<file path="config.mk">
export PLATFORM = sky130hd
export DESIGN_NAME = svc_watchdog
export DESIGN_NICKNAME = d
export VERILOG_FILES = /design/src/rtl/wdog_pkg.sv /design/src/rtl/wdog_cfg_reg.sv /design/src/rtl/wdog_svc_seq.sv /design/src/rtl/wdog_count.sv /design/src/rtl/wdog_alarm.sv /design/src/rtl/svc_watchdog.sv
export SDC_FILE = /design/constraint.sdc
export NUM_CORES = 1
export LEC_CHECK = 0
export CAP_MARGIN = 20
export CORE_UTILIZATION = 40
export DETAILED_ROUTE_END_ITERATION = 10
export HOLD_SLACK_MARGIN = 0.02
export MAX_ROUTING_LAYER = met4
export PLACE_DENSITY_LB_ADDON = 0.2
export SETUP_SLACK_MARGIN = 0.3
export SKIP_LAST_GASP = 1
export SLEW_MARGIN = 20
export SYNTH_ARGS = -nofsm -noshare
export SYNTH_HDL_FRONTEND = slang
export SYNTH_SLANG_ARGS = --single-unit
</file>
<file path="constraint.sdc">
create_clock -name clk -period 3.38 [get_ports clk]
set_clock_uncertainty 0.05 [all_clocks]
set_input_delay 0.845 -clock clk [delete_from_list [all_inputs] [get_ports clk]]
set_output_delay 0.845 -clock clk [all_outputs]
set_load 0.05 [all_outputs]
</file>
<file path="src/rtl/wdog_pkg.sv">
// Shared constants and types for the software watchdog.
// Assumes 16-bit service keys; the two values are fixed by software convention.
package wdog_pkg;
    localparam logic [15:0] KEY_ARM  = 16'h556C;
    localparam logic [15:0] KEY_FIRE = 16'hAA39;

    typedef enum logic {
        ACT_NMI   = 1'b0,
        ACT_RESET = 1'b1
    } wdog_act_e;
endpackage

</file>
<file path="src/rtl/wdog_cfg_reg.sv">
// Write-once control register. Reset loads the safest setting: enabled,
// maximum period, prescaler on, reset action. The first write is taken and
// locks the register until the next reset. Assumes one write per strobe cycle.
module wdog_cfg_reg
    import wdog_pkg::*;
#(
    parameter int TMO_W = 16
) (
    input  logic                 clk,
    input  logic                 rst_n,
    input  logic                 we,
    input  logic [TMO_W+2:0]     wdata,
    output logic [TMO_W-1:0]     period,
    output logic                 pre_en,
    output wdog_act_e            act,
    output logic                 en,
    output logic                 locked,
    output logic                 load,
    output logic [TMO_W-1:0]     load_val
);
    localparam int PRE_BIT = TMO_W;
    localparam int ACT_BIT = TMO_W + 1;
    localparam int EN_BIT  = TMO_W + 2;

    // A write is only taken while still unlocked
    assign load     = we && !locked;
    assign load_val = wdata[TMO_W-1:0];

    // Hold the fields; capture them once after reset
    always_ff @(posedge clk) begin
        if (!rst_n) begin
            period <= '1;
            pre_en <= 1'b1;
            act    <= ACT_RESET;
            en     <= 1'b1;
            locked <= 1'b0;
        end else if (load) begin
            period <= wdata[TMO_W-1:0];
            pre_en <= wdata[PRE_BIT];
            act    <= wdog_act_e'(wdata[ACT_BIT]);
            en     <= wdata[EN_BIT];
            locked <= 1'b1;
        end
    end
endmodule

</file>
<file path="src/rtl/wdog_svc_seq.sv">
// Service key detector. The arm key primes it; the fire key right after it
// produces a one-cycle kick. Any other value disarms. Assumes keys arrive on
// svc strobes only.
module wdog_svc_seq
    import wdog_pkg::*;
(
    input  logic        clk,
    input  logic        rst_n,
    input  logic        we,
    input  logic [15:0] wdata,
    output logic        kick
);
    logic armed;

    // Kick when the fire key follows the arm key directly
    assign kick = we && armed && (wdata == KEY_FIRE);

    // Track whether the last service write was the arm key
    always_ff @(posedge clk) begin
        if (!rst_n)
            armed <= 1'b0;
        else if (we)
            armed <= (wdata == KEY_ARM);
    end
endmodule

</file>
<file path="src/rtl/wdog_count.sv">
// Prescaler and countdown. A step happens on a tick (every PRESCALE-th tick
// when prescaling). A step at zero is a timeout and reloads the count.
// Priority: control load, then service kick, then stepping.
// Assumes the reset value of the count equals the reset period (all ones).
module wdog_count #(
    parameter int TMO_W    = 16,
    parameter int PRESCALE = 2048
) (
    input  logic              clk,
    input  logic              rst_n,
    input  logic              en,
    input  logic              pre_en,
    input  logic              tick,
    input  logic [TMO_W-1:0]  period,
    input  logic              load,
    input  logic [TMO_W-1:0]  load_val,
    input  logic              kick,
    output logic              expire,
    output logic [TMO_W-1:0]  cnt
);
    localparam int PRE_W = (PRESCALE > 1) ? $clog2(PRESCALE) : 1;
    localparam logic [PRE_W-1:0] PRE_LAST = PRE_W'(PRESCALE - 1);

    logic [PRE_W-1:0] pre;
    logic             step;

    // Step when a tick completes a prescale period (or any tick unscaled)
    assign step   = en && tick && (!pre_en || pre == PRE_LAST);
    // Timeout only if nothing reloads in the same cycle
    assign expire = step && (cnt == '0) && !load && !kick;

    // Advance prescaler and countdown
    always_ff @(posedge clk) begin
        if (!rst_n) begin
            cnt <= '1;
            pre <= '0;
        end else if (load) begin
            cnt <= load_val;
            pre <= '0;
        end else if (kick) begin
            cnt <= period;
            pre <= '0;
        end else if (en && tick) begin
            if (pre_en)
                pre <= (pre == PRE_LAST) ? '0 : pre + 1'b1;
            if (step)
                cnt <= (cnt == '0) ? period : cnt - 1'b1;
        end
    end
endmodule

</file>
<file path="src/rtl/wdog_alarm.sv">
// Timeout action stage. The reset action starts a fixed-length request pulse
// (a new timeout restarts it); the NMI action sets a flag held until cleared.
// Set wins over clear. Assumes RST_LEN >= 1.
module wdog_alarm
    import wdog_pkg::*;
#(
    parameter int RST_LEN = 16
) (
    input  logic      clk,
    input  logic      rst_n,
    input  logic      expire,
    input  wdog_act_e act,
    input  logic      nmi_clr,
    output logic      rst_req,
    output logic      nmi
);
    localparam int RC_W = $clog2(RST_LEN + 1);

    logic [RC_W-1:0] rst_left;

    assign rst_req = (rst_left != '0);

    // Count down the remaining reset request cycles
    always_ff @(posedge clk) begin
        if (!rst_n)
            rst_left <= '0;
        else if (expire && act == ACT_RESET)
            rst_left <= RC_W'(RST_LEN);
        else if (rst_left != '0)
            rst_left <= rst_left - 1'b1;
    end

    // Hold the NMI until software clears it
    always_ff @(posedge clk) begin
        if (!rst_n)
            nmi <= 1'b0;
        else if (expire && act == ACT_NMI)
            nmi <= 1'b1;
        else if (nmi_clr)
            nmi <= 1'b0;
    end
endmodule

</file>
<file path="src/rtl/svc_watchdog.sv">
// Software watchdog top. Wires the write-once control register, service key
// detector, countdown and action stage. Assumes tick is already prescaled and
// synchronous to clk; reset sequencing is done outside.
module svc_watchdog
    import wdog_pkg::*;
#(
    parameter int TMO_W    = 16,
    parameter int PRESCALE = 2048,
    parameter int RST_LEN  = 16
) (
    input  logic             clk,
    input  logic             rst_n,
    input  logic             cfg_we,
    input  logic [TMO_W+2:0] cfg_wdata,
    input  logic             svc_we,
    input  logic [15:0]      svc_wdata,
    input  logic             tick,
    input  logic             nmi_clr,
    output logic             rst_req,
    output logic             nmi
);
    logic [TMO_W-1:0] cfg_period;
    logic             cfg_pre_en;
    wdog_act_e        cfg_act;
    logic             cfg_en;
    logic             cfg_locked;
    logic             cfg_load;
    logic [TMO_W-1:0] cfg_load_val;
    logic             kick;
    logic             expire;
    logic [TMO_W-1:0] cnt;

    wdog_cfg_reg #(.TMO_W(TMO_W)) u_cfg (
        .clk(clk), .rst_n(rst_n), .we(cfg_we), .wdata(cfg_wdata),
        .period(cfg_period), .pre_en(cfg_pre_en), .act(cfg_act),
        .en(cfg_en), .locked(cfg_locked), .load(cfg_load),
        .load_val(cfg_load_val)
    );

    wdog_svc_seq u_svc (
        .clk(clk), .rst_n(rst_n), .we(svc_we), .wdata(svc_wdata),
        .kick(kick)
    );

    wdog_count #(.TMO_W(TMO_W), .PRESCALE(PRESCALE)) u_cnt (
        .clk(clk), .rst_n(rst_n), .en(cfg_en), .pre_en(cfg_pre_en),
        .tick(tick), .period(cfg_period), .load(cfg_load),
        .load_val(cfg_load_val), .kick(kick), .expire(expire), .cnt(cnt)
    );

    wdog_alarm #(.RST_LEN(RST_LEN)) u_alarm (
        .clk(clk), .rst_n(rst_n), .expire(expire), .act(cfg_act),
        .nmi_clr(nmi_clr), .rst_req(rst_req), .nmi(nmi)
    );
endmodule

</file>
==> results.py, run 1 <==
metrics = {
    "die": {
        "die_x_um": 85.5,
        "ios": 43,
        "start_util_pct": 41.3,
        "dieArea_um2": 7310,
        "num_rows": 30,
        "fp.dieH_um": 85.5,
        "coreArea_um2": 6760,
    },
    "route": {
        "viasPerCell": 5.46,
        "drc": 0,
        "drt_iter0_drc": 81,
        "wire_per_inst_um": 13.9,
        "firstDrtPassIters": 6,
        "ant_nets": 0,
        "routed_wl_um": 6230,
        "dr_total_vias": 2445,
    },
    "yosys": {
        "synth_edf_count": 0,
        "ys_top_cells_by_area": "dfxtp_1 (39%), nand2_1 (5.9%), nand3_1 (5.0%)",
        "ys_warn_count": 0,
        "yosys_register_bits": 54,
        "async_reset_ff_share_pct": 0,
        "synth_adder_area_share_pct": 2.24,
        "synth_top_family_by_area": "simple AND/OR/NAND/NOR gates",
        "seq_area_frac_synth_pct": 38.8,
        "synth_area_leader_cell": "dfxtp_1",
        "synth_mux_area_share_pct": 1.17,
        "synth-xor-area-share_pct": 8.17,
        "syn-num-nets": 371,
        "yosysUniqueCellTypes": 51,
        "syn-cell-area_um2": 2790,
        "syn_area_per_cell_um2": 8.58,
        "synth-compound-area-share_pct": 12.4,
        "synth-main-ff-cell": "dfxtp_1",
        "synthSimpleGateAreaFrac_pct": 33.8,
        "syn_inst": 325,
        "yosysTopAreaCellShare_pct": 38.8,
    },
    "cts": {
        "cts_max_level": 2,
        "cts_made_buffers": 5,
        "clkTransAtPathRegs_ns": 0.10,
        "cts.sink_count": 54,
        "cts_hold_buf": 0,
        "root_buffer": "clkbuf_8",
        "cts_tree": "built",
        "cts_setup_buffers": 0,
        "cts_buffer_depth": 2,
        "insertion_delay_ns": 0.31,
    },
    "setup_path": {
        "cp_slowest_cell": "or3_1",
        "crit_path_end_kind": "flop",
        "ff2ff_path_depth": 6,
        "startpoint": "svc_wdata[5]",
        "crit_chain": "clkdlybuf4s50_1 -> nor4bb_1 -> nand2_1 -> or3_1 -> nand3_2 -> nand2_1 -> o32a_1",
        "path_delay_family": "simple AND/OR/NAND/NOR gates",
        "crit_type": "in2reg",
        "critPathArrivalTime_ns": 3.05,
        "r2r-end": "u_alarm.rst_left[1]$_SDFFE_PP0P_",
        "setup.worst_path.end": "u_cnt.cnt[7]$_SDFFE_PN1P_",
        "cp_max_fo": 8,
        "cpPeakStageDelay_ns": 0.48,
        "start_kind": "primary input",
        "reg2reg_slack_ns": 1.05,
        "worstReg2RegStart": "u_cnt.cnt[2]$_SDFFE_PN1P_",
        "crit_required_ns": 3.53,
        "critPathBufInv": 1,
        "crit_top_cell": "nand2_1",
        "cp.depth": 7,
    },
    "sta": {
        "hold_violations": 0,
        "period_needed_ns": 2.90,
        "worst_slew_pin_slew_ns": 0.550,
        "max_slew_margin_pct": 63.0,
        "drv_slew": 0,
        "post-route-period-util_pct": 85.8,
        "rsz0062_at_grt": "no",
        "setup_viol_count_final": 0,
        "tns_ns": 0,
        "fmax_ghz": 0.345,
    },
    "global_routing": {
        "grt_first_pass_wirelength_um": 11200,
        "grtUsageTotal_pct": 19.5,
        "antenna_found_initial": 0,
        "grt_start_max_net_pins": 33,
        "grt-ovfl-total": 0,
        "first_global_vias": 2429,
    },
    "status": {
        "status": "completed",
    },
    "finish": {
        "mostFrequentLayoutCells": "dfxtp_1 (54), nand2_1 (44), clkdlybuf4s50_1 (41), nand3_1 (28), nor2_1 (25)",
        "fin_util_pct": 50.7,
        "fin_area_um2": 3430,
        "final_common_cell": "dfxtp_1",
        "diodes": 0,
        "syn_to_final_growth_pct": 23.0,
        "post_route_cells_drive_above_1_share_pct": 7.34,
        "layout.nets": 413,
    },
    "place": {
        "numPortBuffers": 42,
        "placed_cell_area_um2": 3310,
        "dpl.hpwl_um": 4490,
        "gp_congestion": 0.807,
    },
    "pwr": {
        "p_per_area_nw_per_um2": 470,
        "finalPower_uw": 1610,
        "leakage_uw": 0.00129,
        "ir_drop_v": 0.000185,
    },
    "min_path": {
        "hold_class": "reg2reg",
    },
    "job": {
        "maxCapViolCount": 0,
    },
}
registers in the layout (all words and copies together), names as in the netlist:
signal	count
u_cnt.cnt	16
u_svc.armed	1
u_cfg.en	1
u_cfg.locked	1
u_cfg.act	1
u_alarm.rst_left	5
u_alarm.nmi	1
u_cnt.pre	11
u_cfg.pre_en	1
u_cfg.period	16
repair_timing:
item	4_1_cts	5_1_grt
endpoints found under the setup margin	0	1
resized for setup	0	1
hold endpoints to repair	0	0
how the worst min path moves through the flow:
stage	to	cells after the start	slack, ns	from
4_1_cts	u_cfg.period[13]$_SDFFE_PN1P_	1	0.43	u_cfg.period[13]$_SDFFE_PN1P_
6_report	u_cfg.period[13]$_SDFFE_PN1P_	1	0.42	u_cfg.period[13]$_SDFFE_PN1P_
5_1_grt	u_cfg.period[15]$_SDFFE_PN1P_	2	0.44	u_cfg.period[15]$_SDFFE_PN1P_
3_3_place_gp	u_cfg.period[13]$_SDFFE_PN1P_	1	0.39	u_cfg.period[13]$_SDFFE_PN1P_
2_1_floorplan	u_cfg.period[13]$_SDFFE_PN1P_	1	0.38	u_cfg.period[13]$_SDFFE_PN1P_
3_5_place_dp	u_cfg.period[5]$_SDFFE_PN1P_	2	0.40	u_cfg.period[5]$_SDFFE_PN1P_
where the power goes:
group | internal (µW) | switching, µW
registers | 701 | 56.2
clock network | 221 | 220
logic | 205 | 210
synthesized netlist by cell type (2+ instances only):
master,count
clkbuf_1,10
nor4_1,3
mux2_2,2
nand3b_1,8
nor3_1,10
nand4_1,6
nor4bb_1,2
ha_1,5
o21ai_0,2
nor2b_1,2
nand4b_1,3
inv_1,8
dfxtp_1,54
a31oi_1,5
o31ai_1,7
nand3_1,28
xnor2_1,13
nand2_1,44
a21oi_1,6
nor2_1,25
o22ai_1,2
and4_1,2
or3_1,2
a41oi_1,2
buf_2,3
and3_1,4
nor3b_1,4
a211oi_1,2
nor4b_1,4
o32a_1,8
xor2_1,13
o211ai_1,3
and2_1,14
a21o_1,2
metrics by stage:
step | cells | hold WS [ns] | setup slack, ns
6_report | 448 | 0.423 | 0.480
5_1_grt | 448 | 0.443 | 0.319
4_1_cts | 448 | 0.428 | 0.344
3_5_place_dp | 440 | 0.401 | 0.0959
3_3_place_gp | 440 | 0.387 | 0.142
2_1_floorplan | 325 | 0.377 | 0.814
area by class of cell:
| class | count | area, µm² |
|---|---|---|
| timing repair buffer | 49 | 488 |
| clock buffer | 5 | 68.8 |
| inverter | 8 | 30.0 |
| tap | 80 | 100 |
| sequential | 54 | 1080 |
| multi-input combinational | 249 | 1620 |
| clock inverter | 3 | 45.0 |
| fill | 670 | 3330 |
cell families (layout without fill, tap and decap cells):
family / count (synthesis) / in the layout
buffers and inverters: 22 / 65
AOI/OAI and AO/OA: 46 / 46
xor gates and xnor gates: 26 / 26
DFF: 54 / 54
adders and majority gates: 5 / 5
and+or+nand+nor: 169 / 169
muxes: 3 / 3
layer usage:
| metal | global-route usage (%) | part of all wire, % |
|---|---|---|
| met1 | 23.4 | 49 |
| met2 | 34.0 | 48 |
| met3 | 3.02 | 2.2 |
| met4 | 4.85 | 1.0 |
| met5 | - | 0 |
Note: power is estimated with default switching activity, not from simulation.
==> run 2: changes to the inputs <==
- SYNTH_HIERARCHICAL: default -> 1
==> run 2 against run 1 <==
  * Via count increased by 16%
  * Worst hold slack improved by 0.0029 ns
  * Core utilization shrank 2.3 points
  * Critical endpoint is now u_cnt/cnt[1]$_SDFFE_PN1P_
  * Fmax up 0.33%
  * Highest routed layer unchanged
  * Clock power rose by 7.0%
  * Synthesized area is 18% higher
==> results.py, run 2 <==
metrics = {
    "finish": {
        "fillers": 805,
        "seqCellArea_um2": 1080,
        "multi_input_area_um2": 1860,
        "fin_area_um2": 3800,
        "mostFrequentLayoutCells": "dfxtp_1 (54), clkdlybuf4s50_1 (40), inv_1 (33), nor2_1 (31), nand3b_1 (23)",
        "final_common_cell": "dfxtp_1",
        "syn_to_final_growth_pct": 15.6,
        "post_route_cells_drive_above_1_share_pct": 14.3,
        "diodes": 0,
        "top_regs": "u_cfg/period: 16 flops, u_cnt/cnt: 16 flops, u_cnt/pre: 11 flops",
        "layout.nets": 442,
    },
    "cts": {
        "cts_setup_buffers": 0,
        "cts_max_level": 2,
        "cts_made_buffers": 5,
        "insertion_delay_ns": 0.31,
        "cts.sink_count": 54,
        "cts_buffer_depth": 2,
        "clkTransAtPathRegs_ns": 0.10,
        "root_buffer": "clkbuf_8",
        "cts_tree": "built",
    },
    "sta": {
        "rsz0062_at_grt": "no",
        "max_slew_margin_pct": 51.1,
        "timing.hold.ws_ns": 0.426,
        "fmax_ghz": 0.346,
        "hold_violations": 0,
        "drv_slew": 0,
        "setup_viol_count_final": 0,
        "post-route-period-util_pct": 85.5,
        "period_needed_ns": 2.89,
        "worst_slew_pin_slew_ns": 0.727,
        "tns_ns": 0,
    },
    "yosys": {
        "ys_warn_count": 6,
        "syn_area_per_cell_um2": 8.80,
        "ys_top_cells_by_area": "dfxtp_1 (33%), o211ai_2 (7.2%), nand3b_1 (5.2%)",
        "synth_mux_area_share_pct": 0.951,
        "synth-main-ff-cell": "dfxtp_1",
        "synth-xor-area-share_pct": 4.79,
        "syn-num-nets": 419,
        "syn_inst": 374,
        "synth_adder_area_share_pct": 1.52,
        "synth_edf_count": 0,
        "synth_common_cells": "dfxtp_1 (54), inv_1 (33), nor2_1 (31), nand3b_1 (23), nand2_1 (21)",
        "yosysTopAreaCellShare_pct": 32.9,
        "synthSimpleGateAreaFrac_pct": 25.7,
        "synth_top_family_by_area": "simple AND/OR/NAND/NOR gates",
        "seq_area_frac_synth_pct": 32.9,
        "synth_area_leader_cell": "dfxtp_1",
        "synth_most_common_cell": "dfxtp_1",
        "async_reset_ff_share_pct": 0,
        "yosysUniqueCellTypes": 64,
        "syn-cell-area_um2": 3290,
        "synth-compound-area-share_pct": 22.7,
        "yosys_register_bits": 54,
    },
    "route": {
        "drt_iter0_drc": 169,
        "routed_wl_um": 7910,
        "viasPerCell": 5.66,
        "ant_nets": 0,
        "dr_total_vias": 2828,
        "firstDrtPassIters": 4,
        "drc": 0,
        "wire_per_inst_um": 15.8,
    },
    "setup_path": {
        "ff2ff_path_depth": 9,
        "crit_required_ns": 3.52,
        "start_kind": "primary input",
        "cpPeakStageDelay_ns": 0.45,
        "cp_max_fo": 8,
        "reg2reg_slack_ns": 0.93,
        "crit_type": "in2reg",
        "critPathArrivalTime_ns": 3.03,
        "crit_path_end_kind": "flop",
        "crit_chain": "clkdlybuf4s50_1 -> nor4b_2 -> nand3b_1 -> nor4_2 -> buf_4 -> nor2_1 -> a221oi_1 -> a21oi_1 -> a2111oi_0 -> o21ai_1",
        "cp_slowest_cell": "a2111oi_0",
    },
    "status": {
        "status": "completed",
    },
    "place": {
        "gp_congestion": 0.861,
        "numPortBuffers": 42,
        "dpl.hpwl_um": 5730,
        "placed_cell_area_um2": 3660,
    },
    "die": {
        "ios": 43,
        "coreArea_um2": 7850,
        "num_rows": 32,
        "die_x_um": 92.7,
        "dieArea_um2": 8590,
        "fp.dieH_um": 92.7,
        "start_util_pct": 41.9,
    },
    "global_routing": {
        "grtUsageTotal_pct": 20.2,
        "antenna_found_initial": 0,
        "grt_first_pass_wirelength_um": 13500,
        "grt_start_max_net_pins": 37,
        "first_global_vias": 2809,
        "grt-ovfl-total": 0,
    },
    "min_path": {
        "hold_class": "reg2reg",
        "whs_path_depth": 2,
    },
    "pwr": {
        "p_per_area_nw_per_um2": 427,
        "leakage_uw": 0.00147,
        "ir_drop_v": 0.000356,
    },
    "job": {
        "maxCapViolCount": 0,
    },
}
==> run 2: worst paths after layout <==
| path | startpoint | to |
|---|---|---|
| max | svc_wdata[6] | u_cnt/cnt[1]$_SDFFE_PN1P_ |
| min | u_cnt/pre[1]$_SDFFE_PP0P_ | u_cnt/pre[1]$_SDFFE_PP0P_ |
| max reg2reg | u_cnt/cnt[0]$_SDFFE_PN1P_ | u_alarm/rst_left[1]$_SDFFE_PP0P_ |
| min reg2reg | u_cnt/pre[1]$_SDFFE_PP0P_ | u_cnt/pre[1]$_SDFFE_PP0P_ |
==> run 2: logic make-up after synthesis <==
kind of cell	after synthesis
AND/OR/NAND/NOR	143
AO/OA/AOI/OAI	83
adder cells (fa/ha/maj)	4
multiplexers	3
buffers and inverters	69
XOR/XNOR	18
flip-flops	54
==> run 2: layout make-up <==
class	instances	share of cell area, %
Tap cell	102	3.36
Clock buffer	6	2.17
Clock inverter	2	1.02
Sequential cell	54	28.4
Inverter	33	3.26
Multi-Input combinational cell	251	48.8
Timing Repair Buffer	52	13.0
==> run 2: what timing repair did <==
action,4_1_cts,5_1_grt
endpoints found under the setup margin,0,15
hold buffers,0,0
gates resized for setup,0,4
==> run 2: report_power, final <==
| part | internal, µW | switching [µW] | leakage [µW] |
|---|---|---|---|
| combinational | 193 | 212 | 0.000968 |
| clock | 244 | 228 | 0.0000618 |
| sequential | 691 | 56.2 | 0.000444 |
| total | 1130 | 496 | 0.00147 |
==> run 2: per-stage QoR <==
| stage | utilization (%) | total power, µW | std cells | setup WS (ns) |
|---|---|---|---|---|
| after global placement | 46.6 | 1150 | 492 | 0.158 |
| after global routing | 48.5 | 1710 | 500 | 0.308 |
| after CTS | 48.2 | 1640 | 500 | 0.322 |
| after floorplan | - | 1070 | 374 | 0.553 |
| after detailed placement | 46.6 | 1160 | 492 | 0.0894 |
| final | 48.5 | 1620 | 500 | 0.490 |
==> run 2: critical path, delay by kind of cell <==
family | cells | cell delay (ns)
buffers and inverters | 2 | 0.63
and+or+nand+nor | 4 | 0.71
AOI/OAI and AO/OA | 4 | 0.85
==> run 2: per-layer routing <==
layer	share of wire, %	GRT usage (%)
met1	46	24.4
met2	47	33.6
met3	4.8	3.86
met4	2.1	7.05
met5	0	-
